`src/rtl/blockguard_pkg.sv`:
```
package blockguard_pkg;
  typedef logic [1:0] prot_lvl_t;

  localparam int LOCK_BIT  = 7;
  localparam int LVL_HI    = 3;
  localparam int LVL_LO    = 2;
  localparam int LATCH_BIT = 1;
  localparam int BUSY_BIT  = 0;

  function automatic logic [7:0] pack_status(input logic lock_en, input prot_lvl_t lvl,
                                             input logic latch, input logic busy);
    logic [7:0] s;
    s = 8'h00;
    if (busy) begin
      s = 8'hFF;
    end else begin
      s[LOCK_BIT]      = lock_en;
      s[LVL_HI:LVL_LO] = lvl;
      s[LATCH_BIT]     = latch;
    end
    return s;
  endfunction
endpackage

```
`src/rtl/blockguard_region.sv`:
```
module blockguard_region #(
  parameter int ADDR_W = 6
) (
  input  logic [1:0]        lvl,
  input  logic [ADDR_W-1:0] addr,
  output logic              hit
);
  function automatic logic zone_hit(input logic [1:0] l, input logic [ADDR_W-1:0] a);
    case (l)
      2'd0:    return 1'b0;
      2'd1:    return &a[ADDR_W-1:ADDR_W-2];
      2'd2:    return a[ADDR_W-1];
      default: return 1'b1;
    endcase
  endfunction

  assign hit = zone_hit(lvl, addr);
endmodule

```
`src/rtl/blockguard_timer.sv`:
```
module blockguard_timer #(
  parameter int CYCLES = 4
) (
  input  logic clk,
  input  logic rst_n,
  input  logic start,
  output logic busy,
  output logic done
);
  localparam int CW = (CYCLES > 2) ? $clog2(CYCLES) : 1;
  localparam logic [CW-1:0] LOAD = CW'(CYCLES - 1);

  logic [CW-1:0] cnt;

  assign done = busy && (cnt == '0);

  always_ff @(posedge clk or negedge rst_n) begin
    if (!rst_n) begin
      busy <= 1'b0;
      cnt  <= '0;
    end else if (start && !busy) begin
      busy <= 1'b1;
      cnt  <= LOAD;
    end else if (done) begin
      busy <= 1'b0;
    end else if (busy) begin
      cnt <= cnt - 1'b1;
    end
  end
endmodule

```
`src/rtl/blockguard_status.sv`:
```
module blockguard_status #(
  parameter int ADDR_W       = 6,
  parameter int WRITE_CYCLES = 4
) (
  input  logic              clk,
  input  logic              rst_n,
  input  logic              guard_n,
  input  logic              latch_set,
  input  logic              latch_clr,
  input  logic              stat_wr,
  input  logic [7:0]        stat_wdata,
  input  logic              data_wr,
  input  logic [ADDR_W-1:0] chk_addr,
  output logic [7:0]        stat_rdata,
  output logic              addr_ok,
  output logic              cycle_start
);
  import blockguard_pkg::*;

  logic      lock_en;
  prot_lvl_t lvl;
  logic      latch;
  logic      busy;
  logic      cyc_done;
  logic      zone_hit;
  logic      hw_lock;
  logic      stat_go;
  logic      data_go;

  blockguard_region #(.ADDR_W(ADDR_W)) u_region (
    .lvl  (lvl),
    .addr (chk_addr),
    .hit  (zone_hit)
  );

  blockguard_timer #(.CYCLES(WRITE_CYCLES)) u_timer (
    .clk   (clk),
    .rst_n (rst_n),
    .start (cycle_start),
    .busy  (busy),
    .done  (cyc_done)
  );

  assign hw_lock     = !guard_n && lock_en;
  assign stat_go     = stat_wr && latch && !busy && !hw_lock;
  assign addr_ok     = latch && !busy && !zone_hit;
  assign data_go     = data_wr && addr_ok;
  assign cycle_start = stat_go || data_go;
  assign stat_rdata  = pack_status(lock_en, lvl, latch, busy);

  always_ff @(posedge clk or negedge rst_n) begin
    if (!rst_n) begin
      lock_en <= 1'b0;
      lvl     <= '0;
    end else if (stat_go) begin
      lock_en <= stat_wdata[LOCK_BIT];
      lvl     <= stat_wdata[LVL_HI:LVL_LO];
    end
  end

  always_ff @(posedge clk or negedge rst_n) begin
    if (!rst_n) begin
      latch <= 1'b0;
    end else if (cyc_done) begin
      latch <= 1'b0;
    end else if (!busy) begin
      if (latch_clr)      latch <= 1'b0;
      else if (latch_set) latch <= 1'b1;
    end
  end
endmodule

```
`config.mk`:
```
export PLATFORM = sky130hd
export DESIGN_NAME = blockguard_status
export DESIGN_NICKNAME = d
export VERILOG_FILES = /design/src/rtl/blockguard_pkg.sv /design/src/rtl/blockguard_region.sv /design/src/rtl/blockguard_timer.sv /design/src/rtl/blockguard_status.sv
export SDC_FILE = /design/constraint.sdc
export NUM_CORES = 1
export LEC_CHECK = 0
export BUFFER_PORTS_ARGS = -buffer_cell sky130_fd_sc_hd__buf_4
export CORE_AREA = 2 2 39 41
export DETAILED_ROUTE_END_ITERATION = 8
export DIE_AREA = 0 0 41 43
export PLACE_DENSITY_LB_ADDON = 0.1
export RECOVER_POWER = 100
export SLEW_MARGIN = 25
export SYNTH_ARGS = -nofsm -noshare
export SYNTH_HDL_FRONTEND = slang
export SYNTH_SLANG_ARGS = --single-unit
```
`constraint.sdc`:
```
create_clock -name clk -period 2.2 [get_ports clk]
set_input_delay 0.44 -clock clk [delete_from_list [all_inputs] [get_ports clk]]
set_output_delay 0.44 -clock clk [all_outputs]
set_load 0.1 [all_outputs]
```
Yosys cells after proc, flatten, opt, wreduce, memory -nomap -nowiden
Cells that the tools add are included.
- output and inout port bits: 10
- word-level logic and storage cells: 46
- register bits: 7
- muxes and demuxes: 14
- reductions and logical operators: 22
- equality and inequality tests: 4
- add/sub/neg operators: 1
- operators by type and width (operator ; number):
    logical AND 1 bit ; 9
    two-way mux 1 bit ; 8
    two-way mux 2 bit ; 3
    two-way mux 3 bit ; 2
    AND reduction 2 bit ; 3
    logical NOT 1 bit ; 4
    logical NOT 2 bit ; 2
    nonzero test 2 bit ; 2
    one-hot mux 1 bit (3 select lines) ; 1
    nonzero test 3 bit ; 1
    == test 2 x 1 -> 1 bit (second input constant) ; 1
    == test 2 bit (second input constant) ; 1
    != test 2 x 1 -> 1 bit (second input constant) ; 1
    != test 2 bit (second input constant) ; 1
    subtractor 2 x 1 -> 2 bit (second input constant) ; 1
    logical OR 1 bit ; 1

Longest topological paths before layout
Gate-level depths: netlist (run 1).
- depth after elaboration: 9
- mapped depth: 5

By module
Synthesis (run 1) repeated with hierarchy kept, for this count alone.
- cells, all modules: 40
- area, all modules: 421.7 sq um
- modules (own cells, without submodules) (module ; seq. area each (sq um) ; times used ; cells each ; area an instance (sq um)):
    blockguard_status ; 100.1 ; 1 ; 22 ; 246.5
    blockguard_timer ; 75.1 ; 1 ; 15 ; 161.4
    blockguard_region ; 0.0 ; 1 ; 3 ; 13.8

Worst setup path before layout (run 1)
Ideal clock, no wire load.
- kind: register to output
- start: register u_timer.busy
- end: output cycle_start
- stages on the path, launching flop included: 4
- data arrival time: 1.528 ns
- path buffers: 0
- data required time: 1.760 ns
- setup slack: 0.232 ns
- path through: dfrtp_1 -> nor2b_4 -> o2111ai_1 -> nand2_1
- cells in the longest elaborated chain, start to end: 5
- ends and longest elaborated chain (element ; line ; RTL):
    from (decl) ; blockguard_timer.sv:7 ; output logic busy,
    from (signal assigned) ; blockguard_timer.sv:19 ; busy <= 1'b0;
    from (signal assigned) ; blockguard_timer.sv:22 ; busy <= 1'b1;
    from (signal assigned) ; blockguard_timer.sv:25 ; busy <= 1'b0;
    logical NOT 1 bit (*) ; blockguard_status.sv:45, blockguard_status.sv:46 ;
    logical AND 1 bit (2 in a row) ; blockguard_status.sv:46 ; assign addr_ok = latch && !busy && !zone_hit;
    logical AND 1 bit ; blockguard_status.sv:47 ; assign data_go = data_wr && addr_ok;
    logical OR 1 bit (*) ; blockguard_status.sv:48 ; assign cycle_start = stat_go || data_go;
    to (decl) ; blockguard_status.sv:16 ; output logic cycle_start
Every way passes the cells marked *; elsewhere a longest branch is shown, timed or not.

Final worst setup path (run 1)
Ends and elaborated chain as after synthesis.

==> results of run 1 <==
synthesized netlist by cell type:
master / n
nand2_1: 3
a22o_1: 1
o211a_1: 1
or2_2: 4
inv_1: 3
a21oi_1: 1
nand4_1: 1
nand2b_2: 1
nor2_1: 1
o2111ai_1: 1
ha_1: 1
nand3_4: 1
dfrtp_1: 7
o21ai_0: 1
nor2b_4: 1
nand3_1: 2
buf_4: 4
mux2_4: 4
nand2b_1: 2
metrics by stage:
stage | std cells | utilization [%] | area, um2
after floorplan | 40 | - | 435
after global placement | 74 | 42.7 | 591
after detailed placement | 74 | 42.7 | 591
after CTS | 79 | 45.3 | 627
after global routing | 79 | 41.8 | 578
final | 79 | 41.8 | 578
final timing paths:
check / end / slack, ps / cells past startpoint
worst max register to register: lock_en / 880 / 3
worst min-delay path: lock_en / 400 / 2
min in group asynchronous: lvl[1] / 620 / 2
worst max-delay path: cycle_start / 230 / 4
worst min register to register: lock_en / 510 / 1
max in group asynchronous: lock_en / 1300 / 2
layout make-up:
class,count,share of cell area [%]
inverters,3,1.95
repair buffers,23,25.8
clock buffers,4,4.55
well taps,16,3.46
flip-flops and latches,7,30.3
multi-input cells,26,34.0
critical path, stage by stage, from the launching register on:
cell      delay [ps]
dfrtp_1          400
nor2b_4          140
nand3_1          270
nand2_1          140
clkbuf_4         330
state kept, by name (all words and copies together), names as in the netlist:
name	flops
u_timer.busy	1
u_timer.cnt	2
lvl	2
latch	1
lock_en	1
per-layer routing:
metal,routed length [um],GRT usage [%],share of wire (%),vias up
met5,0,0,0,-
met4,0,4.00,0,0
met3,68,7.85,8.3,0
met2,446,19.1,54,14
met1,309,14.2,38,160
li1,-,-,-,181
kinds of logic after synthesis:
| kind of cell | count (synthesis) | share of synthesized area (%) |
|---|---|---|
| mux | 4 | 13.8 |
| compound gates | 5 | 8.62 |
| flops | 7 | 40.2 |
| fa+ha+maj | 1 | 2.87 |
| simple gates | 16 | 25.0 |
| buf+inv | 7 | 9.48 |
placed cells by master, fill, tap and decap left out:
cell and instances:
buf_4 11, clkbuf_2 9, dfrtp_1 7, or2_2 4
clkbuf_4 4, inv_1 3, nand2_1 3, nand2b_1 3
nand3_1 3, mux2_1 2, mux2_4 2, clkbuf_1 2
a21oi_1 1, nor2b_4 1, o211a_1 1, o2111ai_1 1
nand4_1 1, nor2_1 1, o21ai_0 1, a22o_1 1
ha_1 1, dlygate4sd3_1 1
==> metrics.txt, run 1 <==
gr ovfl total 0; Total GRT Usage 12.7%; via count 355; I/O Pins 31; unrepaired setup endpoints after global routing no; Worst-path clk slew 50 ps; Post-Synthesis Cells 40; MaxCap Viol Count 0; fin crit share 89.5%; number of CTS-inserted buffers 3; largest net degree at the start of global routing 12; Critical Path RT 1760 ps; Die ar. 0.00176 mm2; Vias/cell 4.49; yosys warns 0; Resized cells post-CTS 0; Critical path origin u_timer.busy; crit end category primary output; Synth area leaders dfrtp_1 40%, mux2_4 14%, buf_4 6.9%; worst-margin pin slew 540 ps; Pins Over Slew Limit 0; Reg2Reg Launch Point u_timer.busy; Yosys top cell by area dfrtp_1; clock root buffer master clkbuf_4; Setup WS pre-CTS 408 ps; Final Hold Vio Count 0; Final #Nets 86; final critical-path required period 1970 ps; Worst Hold Class input port to register; GP Congestion 0.616; routed len/inst 10.4 um; syn nets 62; setup TNS 0 ps; Inserted Diodes 0; area of the multi-input gates 196 um2; critical setup path kind register to primary output; DIE WIDTH 41 um; drt pass-1 iters 1; final setup violation count 0; initial antenna violation count 0; Avg Inst Size Synth 10.9 um2; Buffers on Ports 21; CTS tree yes; synth unique cells 19; Yosys reg bits 7; crit path DAT 1530 ps; number of clock sinks 7; depth of the CTS H-tree 1; final worst-path setup slack 230 ps; Fillers 153; final WL 824 um; Core Region 0.00138 mm2; Initial Util 31.5%; Skew-Pair Late Insertion Delay 250 ps; Setup Buffers After CTS 0; Routed Antenna Nets 0; slew margin rel. 64.2%; skew final 3.70 ps; global-route wire length before repair 1.46 mm; maximum fanout along the worst path 7; share of post-route cells with drive strength above 1 49.2%; synthesized area 435 um2; synthesis-to-layout area growth 32.8%; status completed; vias in the first global route 358; Sequential Area 175 um2; fmax 0.508 GHz; final hold slack 405 ps; drt drc 0; Startpoint Class register; Detailed Route Iter0 Violations 0; Die Y 43 um; number of cell rows 14; hold_sp stat_wdata[7]; CTS Buffer Depth 2; share of the synthesized area in the top cell type 40.2%; Seq/Total Area, Yosys 40.2%; CTS Hold Buffers Added 1
Power of run 1 is left out: the tool's default activity adds up to more than one toggle a clock period on the data nets, which glitch-free logic cannot reach.
==> inputs of run 2 (changes only) <==
Clock period 2.2 ns to 1.9 ns, I/O delays scaled along.
==> metrics.txt, run 2 (synthesis results as in run 1) <==
hold-critical path depth 2 (unchanged); DIE WIDTH 41 um (unchanged); synthesis-to-layout area growth 39.9% (was 32.8%); Pins Over Slew Limit 0 (unchanged); commonest non-fill, non-tap cell in the layout buf_4 (unchanged); Setup Buffers After CTS 0 (unchanged); placed inst area 601 um2 (was 591 um2); CP top delay family buffers and inverters (was simple AND/OR/NAND/NOR gates); Resized cells post-CTS 0 (unchanged); Critical path origin u_timer.busy (unchanged); Final Hold Vio Count 0 (unchanged); Startpoint Class register (unchanged); MaxCap Viol Count 0 (unchanged); Buffers on Ports 21 (unchanged); worst-case reg-to-reg path depth 5 (was 3); via count 368 (was 355); Detailed Route Iter0 Violations 7 (was 0); drt pass-1 iters 4 (was 1); I/O Pins 31 (unchanged); Core Region 0.00138 mm2 (unchanged); slowest stage delay, CP 400 ps (about the same); status completed (unchanged); routed len/inst 10.9 um (was 10.4 um); global-route wire length before repair 1.39 mm (was 1.46 mm); worst path bufs/invs 2 (was 1); final WL 868 um (was 824 um); Die Y 43 um (unchanged); largest net degree at the start of global routing 12 (unchanged); fin area 609 um2 (was 578 um2); critical path depth in cells 3 (was 4); maximum fanout along the worst path 11 (was 7); CTS tree yes (unchanged); worst-margin pin slew 541 ps (was 540 ps); vias in the first global route 330 (was 358); placed wire-length estimate 703 um; Initial Util 31.5% (unchanged); Slowest cell on crit path dfrtp_1 (unchanged); Critical Path RT 1520 ps (was 1760 ps); Worst-path clk slew 50 ps (about the same); CTS Buffer Depth 2 (unchanged); setup TNS 0 ps (unchanged); Largest regs lvl x2, u_timer.cnt x2 (unchanged); Reg2Reg Launch Point u_timer.cnt[0] (was u_timer.busy); Final #Nets 87 (was 86); fmax 0.564 GHz; depth of the CTS H-tree 1 (unchanged); gr ovfl total 0 (unchanged); Total GRT Usage 12.4% (was 12.7%); crit-path cells buf_4, or2_2, clkbuf_4 (was nor2b_4, nand3_1, nand2_1, clkbuf_4); share of post-route cells with drive strength above 1 51.6% (was 49.2%); Skew-Pair Late Insertion Delay 250 ps (about the same); unrepaired setup endpoints after global routing no (unchanged); final setup violation count 0 (unchanged); initial antenna violation count 0 (unchanged); GP Congestion 0.613 (was 0.616); crit end category primary output (unchanged); slew margin rel. 64.1% (was 64.2%); Inserted Diodes 0 (unchanged); Routed Antenna Nets 0 (unchanged); final critical-path required period 1770 ps; final hold slack 350 ps (was 405 ps); most frequent cells in the layout 12 x buf_4, 8 x clkbuf_4, 7 x dfrtp_1 (was 11 x buf_4, 9 x clkbuf_2, 7 x dfrtp_1); critical setup path kind register to primary output (unchanged); number of cell rows 14 (unchanged); Worst Hold Class input port to register (unchanged); number of clock sinks 7 (unchanged); Die ar. 0.00176 mm2 (unchanged); crit path DAT 1390 ps (was 1530 ps); skew final 2.45 ps (was 3.70 ps); hold_sp stat_wdata[2] (was stat_wdata[7]); clock root buffer master clkbuf_4 (unchanged); fin crit share 93.4%; number of CTS-inserted buffers 3 (unchanged); Vias/cell 4.60 (was 4.49); drt drc 0 (unchanged)
## run 2: final cells by class
type	count	area (um2)
fillers	151	774
well taps	16	20.0
repair buffers	24	165
flip-flops and latches	7	175
multi-input cells	26	211
clock buffers	4	26.3
inverters	3	11.3
## run 2: worst reg2reg max path, cell delays in order (launching register included)
cell and delay (ps):
dfrtp_1 340, inv_1 60, ha_1 180, nand2b_1 200, mux2_1 340, nand3_1 90
## run 2: per-stage QoR
stage	util [%]	instances	setup WS (ps)
after global placement	43.4	75	293
after CTS	46.0	80	114
after detailed placement	43.4	75	306
final	44.0	80	126
after floorplan	-	40	166
after global routing	44.0	80	25.8
## run 2: layer usage
metal  global-route usage (%)  vias to the layer above  routed length [um]
li1                         -                      183                   -
met1                     14.8                      170                 337
met2                     18.8                       15                 452
met3                     7.85                        0                  78
met4                     2.00                        0                   0
met5                        0                        -                   0
## run 2: what timing repair did
item,in CTS,in global routing
hold endpoints to repair,7,0
setup endpoints to repair,0,0
hold buffers,1,0
## run 2: path summary, 6_finish.rpt
kind	end	slack [ps]
min reg2reg	u_timer.cnt[0]	510
max in group asynchronous	u_timer.cnt[0]	1040
max reg2reg	u_timer.cnt[1]	620
min	lvl[0]	350
min in group asynchronous	lvl[1]	570
max	stat_rdata[2]	130
Power of run 2 is left out for the same reason.
==> inputs of run 3 (changes only) <==
Settings changed: PLACE_DENSITY set to 0.76, PLACE_DENSITY_LB_ADDON 0.1 to unset.
==> metrics.txt, run 3 (synthesis results as in run 1) <==
CTS Buffer Depth 2 (unchanged); Inserted Diodes 0 (unchanged); number of cell rows 14 (unchanged); clock root buffer master clkbuf_4 (unchanged); Final #Nets 86 (was 87); Skew-Pair Late Insertion Delay 250 ps (about the same); MaxCap Viol Count 0 (unchanged); fin crit share 95.4% (was 93.4%); largest net degree at the start of global routing 12 (unchanged); Critical Path RT 1520 ps (about the same); Vias/cell 4.47 (was 4.60); crit end category primary output (unchanged); Die Y 43 um (unchanged); DIE WIDTH 41 um (unchanged); global-route wire length before repair 1.30 mm (was 1.39 mm); worst-margin pin slew 545 ps (was 541 ps); Met3 Routed Length 70 um (was 78 um); Initial Util 31.5% (unchanged); wl on met1 357 um (was 337 um); fin area 609 um2 (unchanged); slew margin rel. 63.8% (was 64.1%); Worst Hold Class input port to register (unchanged); drt pass-1 iters 4 (unchanged); Pins Over Slew Limit 0 (unchanged); I/O Pins 31 (unchanged); Worst-path clk slew 60 ps (was 50 ps); placed inst area 593 um2 (was 601 um2); Core Region 0.00138 mm2 (unchanged); status completed (unchanged); vias in the first global route 320 (was 330); Total GRT Usage 11.1% (was 12.4%); crit path DAT 1430 ps (was 1390 ps); share of post-route cells with drive strength above 1 52.4% (was 51.6%); Startpoint Class register (unchanged); setup TNS 0 ps (unchanged); commonest non-fill, non-tap cell in the layout buf_4 (unchanged); unrepaired setup endpoints after global routing no (unchanged); most frequent cells in the layout 11 x buf_4, 8 x clkbuf_4, 7 x dfrtp_1 (was 12 x buf_4, 8 x clkbuf_4, 7 x dfrtp_1); CTS tree yes (unchanged); Buffers on Ports 21 (unchanged); GP Congestion 0.715 (was 0.613); maximum fanout along the worst path 4 (was 11); uppermost layer routed met3 (unchanged); drt drc 0 (unchanged); fmax 0.552 GHz (was 0.564 GHz); Routed Antenna Nets 0 (unchanged); Largest regs lvl x2, u_timer.cnt x2 (unchanged); routed len/inst 10.7 um (was 10.9 um); final setup violation count 0 (unchanged); final WL 846 um (was 868 um); via count 353 (was 368); final critical-path required period 1810 ps (was 1770 ps); synthesis-to-layout area growth 39.9% (unchanged); gr ovfl total 0 (unchanged); Die ar. 0.00176 mm2 (unchanged); critical setup path kind register to primary output (unchanged); number of clock sinks 7 (unchanged); met2 WL 417 um (was 452 um); Detailed Route Iter0 Violations 4 (was 7); number of CTS-inserted buffers 3 (unchanged); skew final 4.24 ps (was 2.45 ps); initial antenna violation count 0 (unchanged); Final Hold Vio Count 0 (unchanged); Setup Buffers After CTS 0 (unchanged); depth of the CTS H-tree 1 (unchanged)
==> run 3: cell count changes in the layout (fill, tap and decap cells not counted) <==
cell / delta
buf_4: -1
clkbuf_1: -1
buf_6: +1
==> run 3: worst max-delay path: stages, from the launching register on <==
cell and delay (ps):
dfrtp_1 400, a21oi_1 180, o2111ai_1 240, nand2_2 140
buf_6 230
==> run 3: stage by stage <==
step                util [%]  std cells  hold slack [ps]  worst slack [ps]
CTS                     45.5         79              357              27.6
floorplan                  -         40             84.4               166
global route            44.0         79              338              2.48
finish                  44.0         79              352              88.1
detailed placement      42.9         74              201               203
global placement        42.9         74              197               208
==> run 3: routing by layer <==
metal	up-vias	track usage (%)
met5	-	0
met4	0	4.00
met3	0	4.71
met2	12	15.6
met1	162	14.6
li1	179	-
==> run 3: repair_timing <==
action,4_1_cts,5_1_grt
setup endpoints to repair,0,1
hold endpoints to repair,7,0
hold buffers,1,0
resized for setup,0,1
==> run 3: final timing paths <==
path | to | from | depth (start not counted) | slack, ps
min in group asynchronous | lvl[0] | rst_n | 2 | 570
min reg2reg | u_timer.cnt[0] | u_timer.cnt[0] | 2 | 520
max | cycle_start | lvl[0] | 4 | 90
min | lvl[0] | stat_wdata[2] | 2 | 350
max reg2reg | u_timer.cnt[1] | u_timer.cnt[0] | 5 | 610
max in group asynchronous | u_timer.cnt[1] | rst_n | 2 | 1040
==> run 3: area by class of cell <==
cell class                 instances  area (um2)
timing repair buffer              23         165
tap                               16        20.0
multi-input combinational         26         211
fill                             151         774
inverter                           3        11.3
clock buffer                       4        26.3
sequential                         7         175
Power of run 3 is left out for the same reason.
